### src/rtl/fram_pkg.sv
package fram_pkg;
  typedef enum logic [3:0] {
    FK_NONE    = 4'd0,
    FK_STUCK   = 4'd1,
    FK_TRANS   = 4'd2,
    FK_CINV    = 4'd3,
    FK_CIDEM   = 4'd4,
    FK_CSTATE  = 4'd5,
    FK_ADEAD   = 4'd6,
    FK_AORPHAN = 4'd7,
    FK_AMULTI  = 4'd8
  } fault_kind_e;
endpackage

### src/rtl/fram_decode.sv
module fram_decode
  import fram_pkg::*;
#(
  parameter int ADDR_W = 4
) (
  input  logic              clk_i,
  input  logic              rst_ni,
  input  logic [ADDR_W-1:0] addr_i,
  input  fault_kind_e       kind_i,
  input  logic [ADDR_W-1:0] victim_i,
  input  logic [ADDR_W-1:0] aggr_i,
  output logic [(1<<ADDR_W)-1:0] sel_o
);
  localparam int DEPTH = 1 << ADDR_W;

  always_comb begin
    sel_o = '0;
    sel_o[addr_i] = 1'b1;
    unique case (kind_i)
      FK_ADEAD:   if (addr_i == victim_i) sel_o = '0;
      FK_AORPHAN: if (addr_i == victim_i) begin
                    sel_o = '0;
                    sel_o[aggr_i] = 1'b1;
                  end
      FK_AMULTI:  if (addr_i == aggr_i) sel_o[victim_i] = 1'b1;
      default: ;
    endcase
  end


  clean_onehot_chk: assert property (@(posedge clk_i) disable iff (!rst_ni)
    (kind_i == FK_NONE) |-> $onehot(sel_o));


  multi_pair_chk: assert property (@(posedge clk_i) disable iff (!rst_ni)
    (kind_i == FK_AMULTI && addr_i == aggr_i && aggr_i != victim_i)
      |-> ($countones(sel_o) == 2));


  orphan_unreach_chk: assert property (@(posedge clk_i) disable iff (!rst_ni)
    (kind_i == FK_AORPHAN && victim_i != aggr_i) |-> !sel_o[victim_i]);

  logic unused_depth;
  assign unused_depth = (DEPTH == 0);
endmodule

### src/rtl/fram_array.sv
module fram_array
  import fram_pkg::*;
#(
  parameter int ADDR_W = 4
) (
  input  logic                   clk_i,
  input  logic                   rst_ni,
  input  logic                   we_i,
  input  logic                   wdata_i,
  input  logic [(1<<ADDR_W)-1:0] sel_i,
  input  fault_kind_e            kind_i,
  input  logic [ADDR_W-1:0]      victim_i,
  input  logic [ADDR_W-1:0]      aggr_i,
  input  logic                   pol_i,
  input  logic                   force_i,
  output logic [(1<<ADDR_W)-1:0] eff_o
);
  localparam int DEPTH = 1 << ADDR_W;

  logic [DEPTH-1:0] mem_q, nom, nxt;
  logic agg_old, agg_new, trig;

  for (genvar c = 0; c < DEPTH; c++) begin : g_cell
    assign nom[c] = (we_i && sel_i[c]) ? wdata_i : mem_q[c];
  end

  assign agg_old = mem_q[aggr_i];
  assign agg_new = nom[aggr_i];
  // armed edge on the aggressor, seen within the current write
  assign trig = pol_i ? (!agg_old && agg_new) : (agg_old && !agg_new);

  always_comb begin
    nxt = nom;
    unique case (kind_i)
      FK_STUCK:  nxt[victim_i] = force_i;
      FK_TRANS:  if (we_i && sel_i[victim_i] && (mem_q[victim_i] == !pol_i)
                     && (wdata_i == pol_i))
                   nxt[victim_i] = mem_q[victim_i];
      FK_CINV:   if (trig) nxt[victim_i] = !mem_q[victim_i];
      FK_CIDEM:  if (trig) nxt[victim_i] = force_i;
      FK_CSTATE: if (agg_new == pol_i) nxt[victim_i] = force_i;
      default: ;
    endcase
  end

  // read view: overrides that must show before the first edge after arming
  always_comb begin
    eff_o = mem_q;
    unique case (kind_i)
      FK_STUCK:  eff_o[victim_i] = force_i;
      FK_CSTATE: if (mem_q[aggr_i] == pol_i) eff_o[victim_i] = force_i;
      default: ;
    endcase
  end

  always_ff @(posedge clk_i or negedge rst_ni) begin
    if (!rst_ni) mem_q <= '0;
    else         mem_q <= nxt;
  end


  trans_block_chk: assert property (@(posedge clk_i) disable iff (!rst_ni)
    (kind_i == FK_TRANS && we_i && sel_i[victim_i] && mem_q[victim_i] != pol_i
     && wdata_i == pol_i)
      |=> (mem_q[$past(victim_i)] == $past(mem_q[victim_i])));


  one_way_chk: assert property (@(posedge clk_i) disable iff (!rst_ni)
    (kind_i inside {FK_CINV, FK_CIDEM, FK_CSTATE} && we_i && sel_i[victim_i]
     && !sel_i[aggr_i] && victim_i != aggr_i)
      |=> (mem_q[$past(aggr_i)] == $past(mem_q[aggr_i])));
endmodule

### src/rtl/fram_read.sv
module fram_read #(
  parameter int ADDR_W = 4
) (
  input  logic                   clk_i,
  input  logic                   rst_ni,
  input  logic                   we_i,
  input  logic [(1<<ADDR_W)-1:0] sel_i,
  input  logic [(1<<ADDR_W)-1:0] eff_i,
  input  logic                   float_i,
  output logic                   rdata_o
);
  logic rd_val;

  // no cell selected: floating value; several cells: wired AND
  assign rd_val = (sel_i == '0) ? float_i : &(eff_i | ~sel_i);

  always_ff @(posedge clk_i or negedge rst_ni) begin
    if (!rst_ni)    rdata_o <= 1'b0;
    else if (!we_i) rdata_o <= rd_val;
  end
endmodule

### src/rtl/fault_ram.sv
module fault_ram
  import fram_pkg::*;
#(
  parameter int ADDR_W = 4
) (
  input  logic              clk_i,
  input  logic              rst_ni,
  input  logic [ADDR_W-1:0] addr_i,
  input  logic              wdata_i,
  input  logic              we_i,
  output logic              rdata_o,
  input  logic [3:0]        flt_kind_i,
  input  logic [ADDR_W-1:0] flt_victim_i,
  input  logic [ADDR_W-1:0] flt_aggr_i,
  input  logic              flt_pol_i,
  input  logic              flt_force_i
);
  localparam int DEPTH = 1 << ADDR_W;

  fault_kind_e      kind;
  logic [DEPTH-1:0] sel, eff;

  assign kind = fault_kind_e'(flt_kind_i);

  fram_decode #(.ADDR_W(ADDR_W)) u_decode (
    .clk_i, .rst_ni, .addr_i,
    .kind_i(kind), .victim_i(flt_victim_i), .aggr_i(flt_aggr_i),
    .sel_o(sel)
  );

  fram_array #(.ADDR_W(ADDR_W)) u_array (
    .clk_i, .rst_ni, .we_i, .wdata_i,
    .sel_i(sel), .kind_i(kind), .victim_i(flt_victim_i), .aggr_i(flt_aggr_i),
    .pol_i(flt_pol_i), .force_i(flt_force_i), .eff_o(eff)
  );

  fram_read #(.ADDR_W(ADDR_W)) u_read (
    .clk_i, .rst_ni, .we_i, .sel_i(sel), .eff_i(eff),
    .float_i(flt_force_i), .rdata_o
  );


  write_holds_rd_chk: assert property (@(posedge clk_i) disable iff (!rst_ni)
    we_i |=> $stable(rdata_o));


  stuck_read_chk: assert property (@(posedge clk_i) disable iff (!rst_ni)
    (kind == FK_STUCK && !we_i && addr_i == flt_victim_i)
      |=> (rdata_o == $past(flt_force_i)));


  dead_float_chk: assert property (@(posedge clk_i) disable iff (!rst_ni)
    (kind == FK_ADEAD && !we_i && addr_i == flt_victim_i)
      |=> (rdata_o == $past(flt_force_i)));
endmodule

### config.mk
export PLATFORM = sky130hd
export DESIGN_NAME = fault_ram
export DESIGN_NICKNAME = d
export VERILOG_FILES = /design/src/rtl/fram_pkg.sv /design/src/rtl/fram_decode.sv /design/src/rtl/fram_array.sv /design/src/rtl/fram_read.sv /design/src/rtl/fault_ram.sv
export SDC_FILE = /design/constraint.sdc
export NUM_CORES = 1
export LEC_CHECK = 0
export BUFFER_PORTS_ARGS = -buffer_cell sky130_fd_sc_hd__clkbuf_2
export CAP_MARGIN = 20
export CORE_AREA = 2 2 96 98
export DETAILED_ROUTE_END_ITERATION = 8
export DIE_AREA = 0 0 98 100
export PLACE_DENSITY = 0.7
export RECOVER_POWER = 25
export SKIP_CTS_REPAIR_TIMING = 1
export SLEW_MARGIN = 20
export SYNTH_ARGS = -nofsm -noshare
export SYNTH_HDL_FRONTEND = slang
export SYNTH_SLANG_ARGS = --single-unit
### constraint.sdc
create_clock -name clk_i -period 6.7 [get_ports clk_i]
set_input_delay 1.005 -clock clk_i [delete_from_list [all_inputs] [get_ports clk_i]]
set_output_delay 1.005 -clock clk_i [all_outputs]
set_load 0.02 [all_outputs]
==> results.txt <==
Status: finished clean
Crit start category: input port
Seq cells post-synth: 17
Overall Power: 0.874 mW
Switching share of power: 0.551
Fmax: 188 MHz
Htree depth: 1
Ys Warns: 0
Sink Count: 17
Period minus WS final: 5.33 ns
Drt drc: 0
Rel. slew slack: 0.296
Max IR drop VDD: 0.000202 V
Tightest Hold Check Type: reg -> reg
Post-DP HPWL: 15000 um
Avg Cell Area, Syn: 7.10 um2
Power Dens Cells: 185 nW/um2
RSZ-0062 raised after global routing: no
EDFF count, synth: 0
Netlist cell types: 82
Via/cell ratio: 7.71
Synth async-reset ratio: 1.00
First DRT Iteration DRCs: 716
Wire length per cell: 27.3 um
Mapped Area: 4580 um2
Crit path capture type: flip-flop
Bufs and invs on worst path: 1
DIE HEIGHT: 100 um
Global-route wire length before repair: 31700 um
Area share of the largest cell type after synthesis: 0.0962
Logic gate share of total power: 0.624
Clk pin slew, worst setup/hold paths: 0.07 ns
GPL Wtd Cong: 1.06
Switching power: 0.482 mW
Flop pwr share: 0.286
CP max FO: 22
DR pass1 iterations: 5
CTS max path bufs: 2
Syn nets: 667
Clock skew: 0.00402 ns
Slowest stage delay, CP: 0.83 ns
Primary FF master, synth: dfrtp_1
Clk pwr share: 0.090
Gr ovfl total: 0
Sequential area share after synthesis: 0.0929
TritonCTS buffer count: 3
CP Cell Sequence: clkbuf_2, xnor2_1, and4_1, a21oi_1, o31ai_1, mux2i_1, a41oi_1, a2111oi_4, nor2_1, o21ai_1, nor3_1, a2111o_1
Chip Width: 98 um
Row count: 35
Port Buffers: 22
Most numerous cell in the Yosys netlist: nand2_1
Vias after detailed routing: 5711
Max Cap Viol: 0
Worst Path Class, Setup: in -> reg
Crit path DAT: 5.46 ns
Setup_tns: 0 ns
Final setup fails: 0
Clk_lat worst skew: 0.25 ns
Most instantiated cells after synthesis: 102 x nand2_1, 73 x nor2_1, 44 x a21oi_1, 44 x mux2i_1, 36 x nor3_1
Vias in the first global route: 5335
CP required: 6.83 ns
Largest net degree at the start of global routing: 35
TritonCTS clock tree: done
CTS Root Cell: clkbuf_8
Part of the cycle the worst path needs: 0.795
P_leak: 1.66 nW
Antenna violations before repair: 0
Detailed-route wire length: 20200 um
Boundary Pins: 23
FILL cells: 924
Die area: 9800 um2
Total track usage: 0.411
Share of post-route cells with drive strength above 1: 0.143
P_int: 0.392 mW
ANT cells: 0
Gate Count Post-Synth: 645
Pins Over Slew Limit: 0
Area Growth Syn to Fin: 3.28%
Worst slew pin tran: 1.05 ns
Final count of hold timing violations: 0
Ranking of synthesized cells by area: mux2i_1 9.6%, dfrtp_1 9.3%, nand2_1 8.4%, mux4_2 6.4%, nor2_1 6.0%
Post-route ant nets: 0
Core area: 8890 um2
Top delay family on crit path: compound AO/OA/AOI/OAI gates
Area leader, netlist: mux2i_1
Slowest-stage cell, CP: o21ai_1
Final nets: 653
Initial Utilization: 0.515
-- registers in the layout, indices dropped and copies added (netlist names) --
register,flops
u_read.rdata_o,1
u_array.mem_q,16
-- through the flow --
step | setup slack [ns] | hold WS, ns | cells | cell area, um2 | util
finish | 1.37 | 0.632 | 741 | 4730 | 0.532
global route | 1.12 | 0.649 | 741 | 4730 | 0.532
CTS | 1.48 | 0.618 | 741 | 4730 | 0.532
detailed placement | 1.20 | 0.602 | 737 | 4680 | 0.527
global placement | 1.25 | 0.578 | 737 | 4680 | 0.527
floorplan | 2.37 | 0.695 | 645 | 4580 | -
-- cells in the final DEF (no fill, tap or decap), types with 3 or more instances in the layout --
cell | netlist | final
a2111o_1 | 4 | 4
a211oi_1 | 14 | 14
a21oi_1 | 44 | 44
a221oi_1 | 6 | 6
a22oi_1 | 5 | 5
a41oi_1 | 3 | 3
and2_1 | 3 | 3
and3_1 | 7 | 7
buf_4 | 3 | 14
clkbuf_2 | 0 | 21
clkbuf_8 | 0 | 3
dfrtp_1 | 17 | 17
inv_1 | 6 | 6
mux2_2 | 3 | 3
mux2i_1 | 44 | 44
mux4_2 | 13 | 13
nand2_1 | 102 | 102
nand2b_1 | 7 | 7
nand3_1 | 15 | 15
nand4_1 | 20 | 20
nor2_1 | 73 | 72
nor2b_1 | 15 | 15
nor3_1 | 36 | 36
nor3_2 | 4 | 4
nor4_1 | 12 | 12
o2111ai_1 | 19 | 19
o211a_1 | 7 | 7
o211ai_1 | 13 | 13
o21ai_0 | 7 | 7
o21ai_1 | 6 | 6
o221ai_1 | 5 | 5
o32a_1 | 4 | 4
o32ai_1 | 4 | 4
or2_2 | 10 | 10
xnor2_1 | 7 | 7
-- power groups by stage --
stage	Combinational (mW)	Sequential [mW]	Clock, mW
after floorplan	0.391	0.197	0
after global placement	0.520	0.243	0
after detailed placement	0.527	0.240	0
after CTS	0.529	0.238	0.0804
after global routing	0.587	0.248	0.0841
final	0.545	0.250	0.0790
-- layout make-up --
cell class / count / area, um2 / share of cell area
well taps: 111 / 139 / 0.0294
repair buffers: 36 / 214 / 0.0453
clock buffers: 4 / 45.0 / 0.00953
inverters: 7 / 26.3 / 0.00556
flip-flops and latches: 17 / 425 / 0.0900
multi-input cells: 566 / 3880 / 0.820
-- cells by family after synthesis --
logic type      count (synthesis)  share of synthesized area
simple gates                  323                      0.350
mux                            60                      0.168
compound gates                174                      0.309
xor+xnor                        9                     0.0205
buf+inv                        62                     0.0604
flops                          17                     0.0929
-- metal layers --
metal  track usage  routed length [um]  part of all wire
met1         0.569                7680              0.38
met2         0.623                8770              0.43
met3        0.0710                2630              0.13
met4         0.200                1130             0.056
met5             0                   0                 0
-- worst reg2reg max path: stages (launching register included) --
cell and delay [ns]:
dfrtp_1 0.52, mux4_2 0.56, mux4_2 0.55, xnor2_1 0.16, buf_4 0.26, nand2_1 0.11
mux2i_1 0.14, a22o_1 0.27, a221oi_1 0.53, nand4_1 0.16, nor3_1 0.19, o31a_1 0.16
-- final timing paths --
check	startpoint	end	slack [ns]	depth (start not counted)
worst max-delay path	flt_victim_i[0]	u_array.mem_q[14]	1.37	12
worst min-delay path	u_read.rdata_o	u_read.rdata_o	0.63	2
worst max register to register	u_array.mem_q[0]	u_read.rdata_o	3.03	11
worst min register to register	u_read.rdata_o	u_read.rdata_o	0.63	2
max in group asynchronous	rst_ni	u_array.mem_q[10]	5.17	1
min in group asynchronous	rst_ni	u_array.mem_q[6]	0.91	1
No activity file was read; power rests on OpenSTA's default activity.
